File: config.mk
export PLATFORM = sky130hd
export DESIGN_NAME = seg_approx_adder
export DESIGN_NICKNAME = d
export VERILOG_FILES = /design/src/rtl/seg_adder_pkg.sv /design/src/rtl/seg_carry_gen.sv /design/src/rtl/seg_sum_gen.sv /design/src/rtl/seg_path.sv /design/src/rtl/seg_ctrl.sv /design/src/rtl/seg_approx_adder.sv
export SDC_FILE = /design/constraint.sdc
export NUM_CORES = 1
export LEC_CHECK = 0
export BUFFER_PORTS_ARGS = -buffer_cell sky130_fd_sc_hd__buf_2
export CAP_MARGIN = 25
export CORE_MARGIN = 2
export CORE_UTILIZATION = 42
export DETAILED_ROUTE_END_ITERATION = 12
export PLACE_DENSITY = 0.87
export SYNTH_ARGS = -nofsm -noshare
export SYNTH_HDL_FRONTEND = slang
export SYNTH_SLANG_ARGS = --single-unit
File: constraint.sdc
create_clock -name vclk -period 4.6
set_clock_uncertainty 0.05 [all_clocks]
set_input_delay 0.69 -clock vclk [all_inputs]
set_output_delay 0.69 -clock vclk [all_outputs]
set_load 0.01 [all_outputs]
File: src/rtl/seg_adder_pkg.sv
`timescale 1ns/1ps
package seg_adder_pkg;

  typedef enum logic {
    MODE_ISOLATED = 1'b0,
    MODE_LINKED   = 1'b1
  } addMode_e;

  typedef struct packed {
    logic carryLinkEn;
  } ctlStrobe_t;

  function automatic int segCount(input int w, input int s);
    return (w + s - 1) / s;
  endfunction

  function automatic int lowSize(input int w, input int s);
    return w - (segCount(w, s) - 1) * s;
  endfunction

  function automatic int segBase(input int w, input int s, input int g);
    return (g == 0) ? 0 : lowSize(w, s) + (g - 1) * s;
  endfunction

  function automatic int segSize(input int w, input int s, input int g);
    return (g == 0) ? lowSize(w, s) : s;
  endfunction

endpackage

File: src/rtl/seg_carry_gen.sv
`timescale 1ns/1ps
module seg_carry_gen #(
  parameter int SZ = 4
) (
  input  logic [SZ-1:0] a,
  input  logic [SZ-1:0] b,
  output logic          cout
);
  logic chain;

  always_comb begin
    chain = 1'b0;
    for (int j = 0; j < SZ; j++) begin
      chain = (a[j] & b[j]) | ((a[j] ^ b[j]) & chain);
    end
    cout = chain;
  end
endmodule

File: src/rtl/seg_sum_gen.sv
`timescale 1ns/1ps
module seg_sum_gen #(
  parameter int SZ        = 4,
  parameter int CARRY_OUT = 0
) (
  input  logic [SZ-1:0]           a,
  input  logic [SZ-1:0]           b,
  input  logic                    cin,
  output logic [SZ+CARRY_OUT-1:0] res
);
  localparam int OW = SZ + CARRY_OUT;

  assign res = OW'(a) + OW'(b) + OW'(cin);
endmodule

File: src/rtl/seg_path.sv
`timescale 1ns/1ps
module seg_path
  import seg_adder_pkg::*;
#(
  parameter int WIDTH = 16,
  parameter int SEG   = 6
) (
  input  logic [WIDTH-1:0] opA,
  input  logic [WIDTH-1:0] opB,
  input  ctlStrobe_t       strobe,
  output logic [WIDTH-1:0] sumOut,
  output logic             carryOut
);
  localparam int NSEG = segCount(WIDTH, SEG);

  for (genvar g = 0; g < NSEG; g++) begin : g_seg
    localparam int BASE = segBase(WIDTH, SEG, g);
    localparam int SZ   = segSize(WIDTH, SEG, g);
    localparam bit TOP  = (g == NSEG - 1);
    logic segCin;

    if (g == 0) begin : g_first
      assign segCin = 1'b0;
    end else begin : g_pred
      localparam int PBASE = segBase(WIDTH, SEG, g - 1);
      localparam int PSZ   = segSize(WIDTH, SEG, g - 1);
      logic lowGen;
      seg_carry_gen #(.SZ(PSZ)) u_cgen (
        .a    (opA[PBASE +: PSZ]),
        .b    (opB[PBASE +: PSZ]),
        .cout (lowGen)
      );
      assign segCin = strobe.carryLinkEn & lowGen;
    end

    if (TOP) begin : g_top
      logic [SZ:0] topRes;
      seg_sum_gen #(.SZ(SZ), .CARRY_OUT(1)) u_sgen (
        .a   (opA[BASE +: SZ]),
        .b   (opB[BASE +: SZ]),
        .cin (segCin),
        .res (topRes)
      );
      assign sumOut[BASE +: SZ] = topRes[SZ-1:0];
      assign carryOut           = topRes[SZ];
    end else begin : g_mid
      seg_sum_gen #(.SZ(SZ), .CARRY_OUT(0)) u_sgen (
        .a   (opA[BASE +: SZ]),
        .b   (opB[BASE +: SZ]),
        .cin (segCin),
        .res (sumOut[BASE +: SZ])
      );
    end
  end
endmodule

File: src/rtl/seg_ctrl.sv
`timescale 1ns/1ps
module seg_ctrl
  import seg_adder_pkg::*;
(
  input  logic       modeSel,
  output ctlStrobe_t strobe
);
  addMode_e mode;

  assign mode = addMode_e'(modeSel);

  always_comb begin
    strobe.carryLinkEn = (mode == MODE_LINKED);
  end
endmodule

File: src/rtl/seg_approx_adder.sv
`timescale 1ns/1ps
module seg_approx_adder
  import seg_adder_pkg::*;
#(
  parameter int WIDTH = 16,
  parameter int SEG   = 6
) (
  input  logic [WIDTH-1:0] opA,
  input  logic [WIDTH-1:0] opB,
  input  logic             modeSel,
  output logic [WIDTH-1:0] sumOut,
  output logic             carryOut
);
  ctlStrobe_t strobe;

  seg_ctrl u_ctrl (
    .modeSel (modeSel),
    .strobe  (strobe)
  );

  seg_path #(.WIDTH(WIDTH), .SEG(SEG)) u_path (
    .opA      (opA),
    .opB      (opB),
    .strobe   (strobe),
    .sumOut   (sumOut),
    .carryOut (carryOut)
  );
endmodule

==> reports/metrics.csv, run 1 <==
metric,value,unit
status,"complete, no violations",
Worst path most repeated cell,fa_1,
"slowest stage delay, CP",0.42,ns
WP buf/inv,3,
diodes inserted,0,
Tmin final,4.008,ns
Critical path origin,opA[0],
GP Congestion,0.8052,
site row count,13,
Die ar.,0.001817,mm^2
Tot GR Track Use,0.1768,
Max Cap Viol,0,
Worst Setup End Kind,primary output,
net count after synthesis,128,
Sequential Area,0,um^2
synthesized area,626.9,um^2
Final Hold Fails,0,
relative slew slack,0.8465,
largest net degree at the start of global routing,6,
Remaining DRCs,0,
maximum VDD drop,74.55,uV
maximum clock frequency,249.5,MHz
antenna violations before repair,0,
Min-Delay Startpoint,opA[0],
Final HPWL DP,1.455,mm
"Seq/Total Area, Yosys",0,
Routed met1 length,500,um
dpl cell area,895.9,um^2
Post-Route WL,1.501,mm
# fillers,122,
I/O Buffers,50,
CLK BUF,0,
vias in the first global route,700,
CTS Hold Bufs,0,
"Cell Chain, Critical Path",buf_2 > ha_1 > fa_1 > inv_1 > fa_1 > nor2b_1 > o21a_1 > fa_1 > fa_1 > a21o_1 > a21oi_1 > xnor2_1 > buf_2,
Synth area leaders,"ha_1, fa_1, inv_1, a21oi_1, xnor2_1",
share of post-route cells with drive strength above 1,0.4194,
ANT nets after route,0,
routed vias/inst,4.957,
worst setup path class,in2out,
FF+latch count,0,
area grow syn2layout,42.91,%
pwr/cell area,141.8,mW/mm^2
measured slew at the worst slew-check pin,0.2281,ns
Final Max Tran Viols,0,
routed wl met2,900,um
Synth warnings,0,
# nets final,180,
core area,0.001350,mm^2
WP data required,3.86,ns
Avg Synthesized Cell Area,8.471,um^2
cell count after synthesis,74,
fin area,895.9,um^2
Pwr Total,0.1271,mW
Worst EP arrival,3.27,ns
total I/O pin count,50,
Setup Viol. Count Final,0,
WL met3,83,um
"area leader, netlist",ha_1,
setup_tns,0,ns
Lkg Pwr,0.5271,nW
post-cts repair resize count,0,
Congestion Overflow GR,0,
worst min path class,in2out,
Setup Buffers After CTS,0,
DRT Pass-1 Iters,3,
CP top delay family,adder cells,
"Slowest-stage cell, CP",fa_1,
via count,689,
post-synthesis cell type count,23,
crit-path max FO,2,
RSZ-0062 raised after global routing,no,
Placed Cells,139,
final period utilization,0.8713,
Iteration-0 DRC Markers,1,
crit start category,input port,
initial core utilization,0.4643,
Yosys top cell area share,0.2994,
first-pass GRT wire length,2.622,mm
fin cells,139,
Post-synth top cells,"ha_1, inv_1, a21oi_1",
DR WL/cell,10.80,um
Die Ht,42.63,um
most frequent cell after synthesis,ha_1,
Max Used Layer,met4,
die width,42.63,um
==> final cells by class <==
cell class | count | area [um^2] | share of cell area
Inverter | 12 | 45.04 | 0.05028
Multi-Input combinational cell | 62 | 581.8 | 0.6494
Tap cell | 15 | 18.77 | 0.02095
Timing Repair Buffer | 50 | 250.2 | 0.2793
==> metrics by stage <==
step | hold WS [ns] | worst slack (ns) | util
after global placement | 1.634 | 0.6675 | 0.6636
after global routing | 1.658 | 0.4558 | 0.6636
after CTS | 1.643 | 0.5629 | 0.6636
after detailed placement | 1.642 | 0.5661 | 0.6636
final | 1.638 | 0.5921 | 0.6636
after floorplan | 1.470 | 0.8920 | -
==> cells in the final DEF (no fill, tap or decap) <==
cell type,n
o21a_1,3
a311o_1,1
o21ai_0,5
inv_1,11
a31oi_1,1
and2_1,1
and3_4,1
nor2b_1,3
fa_1,6
o21bai_1,1
nor2_1,2
nand2b_1,1
nor3_1,1
ha_1,15
buf_2,50
xnor2_1,3
a21oi_1,7
o31a_1,2
a21o_1,3
a211o_1,1
inv_2,1
nand3_1,1
xor2_1,3
nor4_1,1
==> worst paths after layout <==
kind,end,slack (ns),depth (start not counted)
max,sumOut[8],0.59,13
min,sumOut[0],1.64,3
==> power by group <==
group	switching [mW]	internal (mW)
registers	0	0
logic	0.0650	0.0621
clock network	0	0
total	0.0650	0.0621
==> cell families after synthesis <==
family                   share of synthesized area
AO/OA/AOI/OAI                               0.2475
adder cells (fa/ha/maj)                     0.4910
XOR/XNOR                                   0.08385
AND/OR/NAND/NOR                             0.1058
buffers and inverters                      0.07185
==> metal layers <==
layer  vias up  GRT usage
li1        360          -
met1       302     0.1740
met2        25     0.3909
met3         2   0.008621
met4         0    0.01875
met5         -          0
No activity file was read; power rests on OpenSTA's default activity.
==> run 2: changes to the inputs <==
- PLACE_DENSITY: 0.87 -> 0.84
==> reports/metrics.csv, run 2 (synthesized netlist as in run 1, its figures left out) <==
metric,value,unit
Critical path origin,opA[0],
Worst Setup End Kind,primary output,
Iteration-0 DRC Markers,0,
diodes inserted,0,
maximum clock frequency,249.0,MHz
share of post-route cells with drive strength above 1,0.4194,
Placed Cells,139,
maximum VDD drop,82.43,uV
# fillers,130,
final period utilization,0.8729,
Final Hold Fails,0,
Worst EP arrival,3.28,ns
fin cells,139,
"most common cell after layout, fill and taps aside",buf_2,
ANT nets after route,0,
site row count,13,
measured slew at the worst slew-check pin,0.2220,ns
I/O Buffers,50,
Setup Viol. Count Final,0,
Tmin final,4.015,ns
worst min path class,in2out,
crit start category,input port,
Max Cap Viol,0,
FF+latch count,0,
via count,698,
GP Congestion,0.7248,
largest net degree at the start of global routing,6,
setup_tns,0,ns
Clock Power Share,0,
pwr/cell area,141.4,mW/mm^2
most frequent cells in the layout,"buf_2, ha_1, inv_1, a21oi_1, fa_1",
Tot GR Track Use,0.1614,
Remaining DRCs,0,
post-cts repair resize count,0,
relative slew slack,0.8506,
routed vias/inst,5.022,
sequential share of power,0,
first-pass GRT wire length,2.359,mm
setup ws final,0.5845,ns
WP data required,3.86,ns
Net Switching,0.06472,mW
vias in the first global route,604,
Sw Share,0.5107,
worst setup path class,in2out,
core area,0.001350,mm^2
RSZ-0062 raised after global routing,no,
Internal Dissipation,0.06200,mW
combinational power share,1.000,
Final HPWL DP,1.392,mm
status,"complete, no violations",
die width,42.63,um
area grow syn2layout,42.91,%
DRT Pass-1 Iters,1,
DR WL/cell,10.45,um
area taken by multi-input logic gates,581.8,um^2
Post-Route WL,1.453,mm
crit-path max FO,2,
Sequential Area,0,um^2
antenna violations before repair,0,
Congestion Overflow GR,0,
CLK BUF,0,
initial core utilization,0.4643,
CTS Hold Bufs,0,
Final Max Tran Viols,0,
end of the critical path,sumOut[8],
# nets final,180,
Die ar.,0.001817,mm^2
total I/O pin count,50,
Lkg Pwr,0.5271,nW
Die Ht,42.63,um
Setup Buffers After CTS,0,
DP Worst Slack,0.5520,ns
[run 2: how the worst min path moves through the flow]
stage	start	endpoint	slack, ns	cells past startpoint
after global routing	opB[0]	sumOut[0]	1.66	3
final	opB[0]	sumOut[0]	1.63	3
after detailed placement	opB[0]	sumOut[0]	1.63	3
after CTS	opB[0]	sumOut[0]	1.63	3
after floorplan	opB[0]	sumOut[0]	1.47	1
after global placement	opB[0]	sumOut[0]	1.63	3
[run 2: through the flow]
step | hold WS (ns) | area (um^2) | utilization | power [mW]
after global routing | 1.656 | 895.9 | 0.6636 | 0.1437
after global placement | 1.626 | 895.9 | 0.6636 | 0.1229
after detailed placement | 1.625 | 895.9 | 0.6636 | 0.1282
after floorplan | 1.470 | 626.9 | - | 0.07787
after CTS | 1.633 | 895.9 | 0.6636 | 0.1288
final | 1.630 | 895.9 | 0.6636 | 0.1267
[run 2: critical path: stages]
cell	delay [ns]
buf_2	0.10
ha_1	0.22
fa_1	0.36
inv_1	0.07
fa_1	0.15
nor2b_1	0.04
o21a_1	0.17
fa_1	0.41
fa_1	0.42
a21o_1	0.19
a21oi_1	0.17
xnor2_1	0.14
buf_2	0.15
[run 2: area by class of cell]
class / instances / share of cell area
multi-input combinational: 62 / 0.6494
timing repair buffer: 50 / 0.2793
inverter: 12 / 0.05028
tap: 15 / 0.02095
[run 2: layer usage]
metal  track usage  share of wire
met5             0              0
met1        0.1804           0.35
met2        0.3394           0.58
met4             0              0
met3      0.008621          0.067
[run 2: power by group through the flow]
stage               Combinational [mW]  Sequential [mW]  Clock [mW]
detailed placement               0.128                0           0
finish                           0.127                0           0
floorplan                       0.0779                0           0
global route                     0.144                0           0
global placement                 0.123                0           0
CTS                              0.129                0           0
==> run 3: changes to the inputs <==
- CORE_UTILIZATION: 42 -> 45
- PLACE_DENSITY: 0.84 -> 0.89
- clock period: 4.6 -> 5.2 ns (I/O delays scaled with it)
==> reports/metrics.csv, run 3 (synthesized netlist as in run 1, its figures left out) <==
metric,value,unit
worst min path class,in2out,
Final HPWL DP,1.299,mm
post-cts repair resize count,0,
initial core utilization,0.4817,
DR WL/cell,9.755,um
Remaining DRCs,0,
area grow syn2layout,42.91,%
core area,0.001301,mm^2
Tot GR Track Use,0.1789,
vias in the first global route,573,
Worst EP arrival,3.32,ns
Worst Setup End Kind,primary output,
Iteration-0 DRC Markers,0,
maximum clock frequency,241.1,MHz
total I/O pin count,50,
maximum VDD drop,71.76,uV
share of post-route cells with drive strength above 1,0.4194,
Final Hold Fails,0,
status,"complete, no violations",
FF+latch count,0,
worst setup path class,in2out,
antenna violations before repair,0,
crit-path max FO,2,
# nets final,180,
CTS Hold Bufs,0,
"most common cell after layout, fill and taps aside",buf_2,
crit start category,input port,
GP Congestion,0.7585,
setup_tns,0,ns
I/O Buffers,50,
Die Ht,41.32,um
Placed Cells,139,
most frequent cells in the layout,"buf_2, ha_1, inv_1, a21oi_1, fa_1",
Setup Viol. Count Final,0,
DRT Pass-1 Iters,1,
Sequential Area,0,um^2
Post-Route WL,1.356,mm
fin cells,139,
relative slew slack,0.8444,
largest net degree at the start of global routing,6,
Setup Buffers After CTS,0,
Die ar.,0.001707,mm^2
Lkg Pwr,0.5271,nW
CLK BUF,0,
WP data required,4.37,ns
Congestion Overflow GR,0,
measured slew at the worst slew-check pin,0.2312,ns
Tmin final,4.148,ns
first-pass GRT wire length,2.132,mm
pwr/cell area,123.3,mW/mm^2
site row count,13,
ANT nets after route,0,
via count,696,
Max Cap Viol,0,
diodes inserted,0,
RSZ-0062 raised after global routing,no,
routed vias/inst,5.007,
final period utilization,0.7978,
die width,41.32,um
Final Max Tran Viols,0,
run 3: through the flow:
step                        util  power [mW]  hold slack (ns)  cell area [um^2]  worst slack [ns]
final                     0.6885      0.1105            1.821             895.9             1.052
after global routing      0.6885      0.1266            1.855             895.9            0.9222
after CTS                 0.6885      0.1125            1.827             895.9             1.022
after detailed placement  0.6885      0.1121            1.826             895.9             1.024
after global placement    0.6885      0.1089            1.807             895.9             1.090
after floorplan                -     0.06888            1.650             626.9             1.312
run 3: critical path, stage by stage:
cell and delay (ns):
buf_2 0.10, ha_1 0.21, fa_1 0.36, inv_1 0.07, fa_1 0.15, nor2b_1 0.04, o21a_1 0.17, fa_1 0.40
fa_1 0.41, a21o_1 0.19, a21oi_1 0.16, xnor2_1 0.13, buf_2 0.15
run 3: power breakdown:
group / internal [mW] / total [mW] / switching, mW
registers: 0 / 0 / 0
logic: 0.0544 / 0.110 / 0.0561
clock network: 0 / 0 / 0
run 3: worst paths after layout:
check	slack, ns	depth (start not counted)	from	endpoint
worst max-delay path	1.05	13	opA[0]	sumOut[8]
worst min-delay path	1.82	3	opB[0]	sumOut[0]
run 3: routing by layer:
metal	wire [um]	global-route usage	share of wire
met1	510	0.2110	0.38
met2	774	0.3672	0.57
met3	70	0	0.052
met4	0	0.01613	0
met5	0	0	0
run 3: layout make-up:
class | count | area [um^2]
Tap cell | 15 | 18.77
Timing Repair Buffer | 50 | 250.2
Inverter | 12 | 45.04
Fill cell | 125 | 405.4
Multi-Input combinational cell | 62 | 581.8
